File: src/rtl/tri_dec_pkg.sv
package tri_dec_pkg;

   // number of current sources fed by the decoder
   localparam int unsigned N_SRC = 3;

   // widest index the shared search routine returns
   localparam int unsigned PICK_W = 8;

   typedef struct packed {
      logic [PICK_W-1:0] c;
      logic [PICK_W-1:0] b;
      logic [PICK_W-1:0] a;
   } pick_t;

   function automatic int unsigned tri_wt(input int unsigned k);
      return (k * (k + 1)) / 2;
   endfunction

   // count of triangular numbers not above the largest code
   function automatic int unsigned num_lines(input int unsigned code_w);
      int unsigned top;
      int unsigned n;
      top = (32'd1 << code_w) - 32'd1;
      n   = 0;
      while (tri_wt(n) <= top) n++;
      return n;
   endfunction

   function automatic bit is_tri(input int unsigned v, input int unsigned n);
      bit hit;
      hit = 1'b0;
      for (int unsigned k = 0; k < n; k++)
         if (tri_wt(k) == v) hit = 1'b1;
      return hit;
   endfunction

   function automatic bit is_pair(input int unsigned v, input int unsigned n);
      bit hit;
      hit = 1'b0;
      for (int unsigned j = 0; j < n; j++)
         if (tri_wt(j) <= v && is_tri(v - tri_wt(j), n)) hit = 1'b1;
      return hit;
   endfunction

   // fixed split: C largest feasible, then B largest leaving a triangle, A rest
   function automatic pick_t split3(input int unsigned v, input int unsigned n);
      pick_t       p;
      int unsigned rem;
      p = '0;
      for (int unsigned k = 0; k < n; k++)
         if (tri_wt(k) <= v && is_pair(v - tri_wt(k), n)) p.c = PICK_W'(k);
      rem = v - tri_wt(32'(p.c));
      for (int unsigned j = 0; j < n; j++)
         if (tri_wt(j) <= rem && is_tri(rem - tri_wt(j), n)) p.b = PICK_W'(j);
      rem = rem - tri_wt(32'(p.b));
      for (int unsigned i = 0; i < n; i++)
         if (tri_wt(i) == rem) p.a = PICK_W'(i);
      return p;
   endfunction

endpackage

File: src/rtl/tri_pick_rom.sv
module tri_pick_rom
   import tri_dec_pkg::*;
#(
   parameter int CODE_W  = 6,
   parameter int N_LINES = 11,
   parameter int IDX_W   = 4
)(
   input  logic [CODE_W-1:0] code_i,
   output logic [IDX_W-1:0]  idx_a_o,
   output logic [IDX_W-1:0]  idx_b_o,
   output logic [IDX_W-1:0]  idx_c_o
);

   localparam int N_CODES = 1 << CODE_W;
   localparam int ENT_W   = 3 * IDX_W;

   logic [ENT_W-1:0] rom [N_CODES];

   // one table entry per code, each filled by the shared split rule
   for (genvar v = 0; v < N_CODES; v++) begin : g_ent
      localparam pick_t P = split3(v, N_LINES);
      assign rom[v] = {IDX_W'(P.c), IDX_W'(P.b), IDX_W'(P.a)};
   end

   assign {idx_c_o, idx_b_o, idx_a_o} = rom[code_i];

endmodule

File: src/rtl/tri_pick_search.sv
module tri_pick_search
   import tri_dec_pkg::*;
#(
   parameter int CODE_W  = 6,
   parameter int N_LINES = 11,
   parameter int IDX_W   = 4
)(
   input  logic [CODE_W-1:0] code_i,
   output logic [IDX_W-1:0]  idx_a_o,
   output logic [IDX_W-1:0]  idx_b_o,
   output logic [IDX_W-1:0]  idx_c_o
);

   function automatic logic [3*IDX_W-1:0] pick_idx(input logic [CODE_W-1:0] v);
      pick_t p;
      p = split3(32'(v), N_LINES);
      return {IDX_W'(p.c), IDX_W'(p.b), IDX_W'(p.a)};
   endfunction

   always_comb begin
      {idx_c_o, idx_b_o, idx_a_o} = pick_idx(code_i);
   end

endmodule

File: src/rtl/tri_onehot.sv
module tri_onehot #(
   parameter int N_LINES = 11,
   parameter int IDX_W   = 4
)(
   input  logic [IDX_W-1:0]   idx_i,
   output logic [N_LINES-1:0] line_o
);

   for (genvar l = 0; l < N_LINES; l++) begin : g_line
      assign line_o[l] = (idx_i == IDX_W'(l));
   end

endmodule

File: src/rtl/tri_out_reg.sv
module tri_out_reg #(
   parameter int               WIDTH   = 33,
   parameter bit               REG_OUT = 1'b1,
   parameter logic [WIDTH-1:0] RST_VAL = '0
)(
   input  logic             clk,
   input  logic             rst,
   input  logic [WIDTH-1:0] d_i,
   output logic [WIDTH-1:0] q_o
);

   if (REG_OUT) begin : g_reg
      always_ff @(posedge clk) begin
         if (rst) q_o <= RST_VAL;
         else     q_o <= d_i;
      end
   end else begin : g_pass
      logic clk_rst_unused;
      assign clk_rst_unused = clk ^ rst;
      assign q_o = d_i;
   end

endmodule

File: src/rtl/tri_sum_dec.sv
module tri_sum_dec
   import tri_dec_pkg::*;
#(
   parameter int  CODE_W  = 6,
   parameter bit  REG_OUT = 1'b1,
   parameter bit  USE_ROM = 1'b1,
   localparam int N_LINES = int'(num_lines(CODE_W)),
   localparam int IDX_W   = $clog2(N_LINES)
)(
   input  logic               clk,
   input  logic               rst,
   input  logic [CODE_W-1:0]  code_i,
   output logic [N_LINES-1:0] sel_a_o,
   output logic [N_LINES-1:0] sel_b_o,
   output logic [N_LINES-1:0] sel_c_o
);

   localparam int SEL_W = int'(N_SRC) * N_LINES;
   localparam logic [SEL_W-1:0] PARK = {N_SRC{N_LINES'(1)}};

   if (CODE_W < 1 || CODE_W > 10) begin : g_bad_width
      $error("tri_sum_dec: CODE_W must lie in 1..10");
   end
   if (IDX_W > int'(PICK_W)) begin : g_bad_index
      $error("tri_sum_dec: tap index wider than search result");
   end

   logic [IDX_W-1:0] idx [N_SRC];
   logic [SEL_W-1:0] sel_d;
   logic [SEL_W-1:0] sel_q;

   if (USE_ROM) begin : g_rom
      tri_pick_rom #(
         .CODE_W (CODE_W),
         .N_LINES(N_LINES),
         .IDX_W  (IDX_W)
      ) u_pick (
         .code_i (code_i),
         .idx_a_o(idx[0]),
         .idx_b_o(idx[1]),
         .idx_c_o(idx[2])
      );
   end else begin : g_search
      tri_pick_search #(
         .CODE_W (CODE_W),
         .N_LINES(N_LINES),
         .IDX_W  (IDX_W)
      ) u_pick (
         .code_i (code_i),
         .idx_a_o(idx[0]),
         .idx_b_o(idx[1]),
         .idx_c_o(idx[2])
      );
   end

   for (genvar s = 0; s < int'(N_SRC); s++) begin : g_src
      tri_onehot #(
         .N_LINES(N_LINES),
         .IDX_W  (IDX_W)
      ) u_hot (
         .idx_i (idx[s]),
         .line_o(sel_d[s*N_LINES +: N_LINES])
      );
   end

   tri_out_reg #(
      .WIDTH  (SEL_W),
      .REG_OUT(REG_OUT),
      .RST_VAL(PARK)
   ) u_out (
      .clk(clk),
      .rst(rst),
      .d_i(sel_d),
      .q_o(sel_q)
   );

   assign sel_a_o = sel_q[0*N_LINES +: N_LINES];
   assign sel_b_o = sel_q[1*N_LINES +: N_LINES];
   assign sel_c_o = sel_q[2*N_LINES +: N_LINES];

endmodule

File: config.mk
export PLATFORM = sky130hd
export DESIGN_NAME = tri_sum_dec
export DESIGN_NICKNAME = d
export VERILOG_FILES = /design/src/rtl/tri_dec_pkg.sv /design/src/rtl/tri_pick_rom.sv /design/src/rtl/tri_pick_search.sv /design/src/rtl/tri_onehot.sv /design/src/rtl/tri_out_reg.sv /design/src/rtl/tri_sum_dec.sv
export SDC_FILE = /design/constraint.sdc
export NUM_CORES = 1
export LEC_CHECK = 0
export ABC_AREA = 1
export BUFFER_PORTS_ARGS = -buffer_cell sky130_fd_sc_hd__buf_4
export CAP_MARGIN = 20
export CORE_UTILIZATION = 58
export DETAILED_ROUTE_END_ITERATION = 6
export PLACE_DENSITY = 0.87
export SYNTH_ARGS = -nofsm -noshare
export SYNTH_HDL_FRONTEND = slang
export SYNTH_SLANG_ARGS = --single-unit
File: constraint.sdc
create_clock -name clk -period 2.7 [get_ports clk]
set_input_delay 0.81 -clock clk [delete_from_list [all_inputs] [get_ports clk]]
set_output_delay 0.81 -clock clk [all_outputs]
set_load 0.01 [all_outputs]
Yosys cells after proc, flatten, opt, wreduce, memory -nomap -nowiden
Memories as Yosys holds them, arrays and structs flattened.
Index checks and enable logic that the tools add are counted.

word-level totals
  memories kept = 1
  logic and storage cells = 39
  register bits after elaboration = 33
  ROM bits = 768
  bits of input ports = 8

cells by class
  mux-type cells = 2
  order comparisons = 1
  reduce and logical (&&, ||, !) cells = 3
  bitwise gates (word level) = 1
  equal/unequal tests = 30

memories
  name             words  width  rd ports  clocked after memory_dff  write ports  RTL line            text
  (no name shown)  64     12     1         0                         0            tri_pick_rom.sv:25  assign {idx_c_o, idx_b_o, idx_a_o} = rom[code_i];

operator list
  kind                number
  $eq 4x3->1 const B  12
  $eq 4x4->1 const B  9
  $eq 4x2->1 const B  6
  $mux 12             2
  $eq 4x1->1 const B  3
  $logic_not 4->1     3
  $ge 7x7->1 const B  1
  $not 6->7           1

Logic depth before layout (Yosys ltp)
  depth in word-level cells = 5
  depth in mapped cells = 13
  mapped depth without buffers = 12

By module
Synthesis repeated with hierarchy kept, for this count alone.

second synthesis, totals
  cell total of the unflattened synthesis = 334
  area total of the unflattened synthesis = 2,026.9 um^2

modules (own cells, without submodules)
  module        area an instance (um^2)  cells each  times used
  tri_out_reg   945.9                    103         1
  tri_pick_rom  833.3                    165         1
  tri_onehot    82.6                     22          3

Least setup slack after synthesis
OpenSTA, ideal clock, no wires.

  path kind = input-to-reg
  start = input port code_i[1]
  end = register u_out.q_o[18]
  setup slack = 0.691 ns
  data arrival time = 1.891 ns
  stages on the path = 12
  cell sequence = inv_1 -> ha_1 -> inv_1 -> nand2_1 -> o21ai_0 -> nand2_1 -> nand2_1 -> nand2_1 -> nand3_2 -> inv_2 -> nand2_1 -> nor2_1

on the way
  word-level cells in the longest chain between the ends = 5

ends and longest elaborated chain
  element                                      RTL line            text
  start, declared                              tri_sum_dec.sv:12   input logic [CODE_W-1:0] code_i,
  $not 6->7 (not written as such)              tri_pick_rom.sv:25
  $mem_v2 64x12                                -
  $mux 12 (not written as such) (2 in series)  tri_pick_rom.sv:25
  $eq 4x3->1                                   tri_onehot.sv:10    assign line_o[l] = (idx_i == IDX_W'(l));
  end signal, assigned                         tri_out_reg.sv:15   else q_o <= d_i;
  end, declared                                tri_out_reg.sv:9    output logic [WIDTH-1:0] q_o

No other way between the ends. The select of a mux whose other input is x is not followed.
A chain may end at the register's enable or synchronous reset.

Worst setup path in the final report
Same ends and word-level chain as after synthesis.

==> flow_summary.toml <==
[place]
io_buffers = 34
place_ws_ns = 0.3370
place.gp.congestion = 0.9288
dp_hpwl_mm = 3.059
numPlacedInstances = 314

[clock_network]
cts_root_buffer = "clkbuf_4"
h-tree-depth = 1
cts_setup_buffers = 0
cts-resized-gates = 0
cts_tree = "yes"
clock-sinks = 27
clk_pin_slew_ns = 0.14
cts_buffers = 3
postCtsHoldBufs = 0
clockBufferDepth = 2

[sta]
setup-violations-final = 0
rsz0062_at_grt = "false"
tns_ns = 0
period_needed_ns = 2.083
fmax_mhz = 480.1
hold_viol = 0
period_share = 0.7714
setup_ws_ns = 0.6172
slew_viol_final = 0

[synth]
synth_edf_count = 0
mappedNetlistArea_um2 = 1802
synth_cell_types = 29
ys.flop_type = "dfxtp_1"
yosysWarnings = 0
avgSynthCellArea_um2 = 6.930
netlist_top_cells_area = "dfxtp_1 30%, nand2_1 16%, ha_1 7.6%"
synth_top_area_frac = 0.3000
synthTopCellsByCount = "78 x nand2_1, 34 x nor2_1, 27 x dfxtp_1"
synth_area_leader_cell = "dfxtp_1"
seq_area_frac_synth = 0.3000
synth_most_common_cell = "nand2_1"
syn_inst = 260
async_reset_ff_frac = 0
synth-seq-cells = 27

[power_and_ir_drop]
p_int_uw = 557.1
ir_drop_v = 0.0003308
leakage_nw = 1.033
pwr-share-clk = 0.204
power_frac_comb = 0.295
power_density_nw_per_um2 = 416.6
switchingPower_uw = 280.1
switching_share = 0.3346
pwr-share-seq = 0.501

[min_path]
holdPathStages = 3
worstHoldPathType = "input pin to flip-flop"
min_from = "rst"
min_to = "u_out.q_o[22]"

[drt]
drt-total-wl_mm = 3.918
vias = 1667
via_per_inst = 5.242
wl_per_cell_um = 12.32
drc = 3
drtPass1Iterations = 6
ant_nets = 0
initialDrtViolationCount = 62

[final_layout]
drive_gt1_frac = 0.2404
stdcell_count = 318
largest_register_ffs = 27
reg.largest.list = "u_out.q_o x27"
diodes = 0
nNetsFinal = 307
synthToLayoutAreaGrowth_pct = 11.53
top_register = "u_out.q_o"

[run_status]
outcome = "complete, but fails checks"
violations = "design-rule violations"

[critical_path]
worst-path-max-fanout = 8
path_cells = "buf_4, inv_1, ha_1, inv_1, nand2_1, o21ai_0, nand2_1, nand2_1, nand2_1, nand3_2, inv_2, nand2_1, nor2_1"
slowest_stage = "ha_1"
cpMostUsedCell = "nand2_1"
worst_ep_required_time_ns = 2.92
cp_slowest_stage_delay_ns = 0.30
worst_setup_path_start_kind = "input pin"
crit_type = "input pin to flip-flop"
cp.arrival_ns = 2.30
cp-end-kind = "flip-flop"

[die]
num_rows = 19
die_h_um = 57.74
design.core.area_um2 = 2853
initial_core_util = 0.6316
die_x_um = 57.74
ios = 41
die-area_um2 = 3333

[global_routing]
antenna_found_initial = 0
grt_usage = 0.2507
grt_pass1_vias = 1507
grt_max_degree = 22
grt-ovfl-total = 0
grt_pass1_wl_mm = 6.506

[job]
cap_violations = 0
==> power by group through the flow <==
stage	Clock [mW]	Sequential, mW	Combinational [mW]
2_1_floorplan	0	0.437	0.183
3_3_place_gp	0	0.428	0.239
3_5_place_dp	0	0.428	0.243
4_1_cts	0.176	0.420	0.245
5_1_grt	0.199	0.421	0.275
6_report	0.171	0.419	0.247
==> placed cells by master, fill, tap and decap left out, types with 5 or more instances in the layout <==
master / Yosys / final
nand2_1: 78 / 78
nor2_1: 34 / 34
buf_4: 11 / 34
dfxtp_1: 27 / 27
nand3_1: 24 / 24
inv_1: 18 / 18
ha_1: 11 / 11
nand3_2: 9 / 9
conb_1: 1 / 6
o21ai_1: 5 / 5
==> through the flow <==
step	total power, mW	hold WS (ns)	instance area (µm²)	util
2_1_floorplan	0.6199	1.032	1821	-
5_1_grt	0.8944	0.8680	2009	0.7044
4_1_cts	0.8400	0.8476	2009	0.7044
6_report	0.8372	0.8530	2009	0.7044
3_5_place_dp	0.6712	1.186	1979	0.6939
3_3_place_gp	0.6673	1.177	1979	0.6939
==> cell families after synthesis <==
family                   share of synthesized area
flip-flops                                  0.3000
AO/OA/AOI/OAI                              0.07917
other                                     0.002081
buffers and inverters                       0.1243
adder cells (fa/ha/maj)                    0.07639
AND/OR/NAND/NOR                             0.4181
==> per-layer routing <==
metal / wire, µm / global-route usage / up-vias
li1: - / - / 864
met5: 0 / 0 / -
met2: 1994 / 0.4551 / 80
met3: 293 / 0.04464 / 6
met4: 53 / 0.09864 / 0
met1: 1575 / 0.2921 / 717
==> critical path, delay by kind of cell <==
family                   cells  cell delay, ns
adder cells (fa/ha/maj)      1            0.30
AO/OA/AOI/OAI                1            0.10
AND/OR/NAND/NOR              7            0.55
buffers and inverters        4            0.54
==> cell type report <==
| type | instances | area (µm²) |
|---|---|---|
| clock buffers | 3 | 22.52 |
| clock inverters | 1 | 7.507 |
| fillers | 250 | 843.3 |
| inverters | 23 | 88.84 |
| multi-input cells | 199 | 1056 |
| flip-flops and latches | 27 | 540.5 |
| well taps | 31 | 38.79 |
| repair buffers | 34 | 255.2 |
==> how the worst max path moves through the flow <==
| stage | slack (ns) | endpoint | depth (start not counted) | start |
|---|---|---|---|---|
| finish | 0.62 | u_out.q_o[18] | 13 | code_i[1] |
| global route | 0.53 | u_out.q_o[26] | 12 | code_i[1] |
| CTS | 0.66 | u_out.q_o[18] | 13 | code_i[1] |
| detailed placement | 0.34 | u_out.q_o[16] | 13 | code_i[1] |
| global placement | 0.38 | u_out.q_o[12] | 13 | code_i[1] |
| floorplan | 0.69 | u_out.q_o[18] | 12 | code_i[1] |
(Power assumes the default switching activity.)
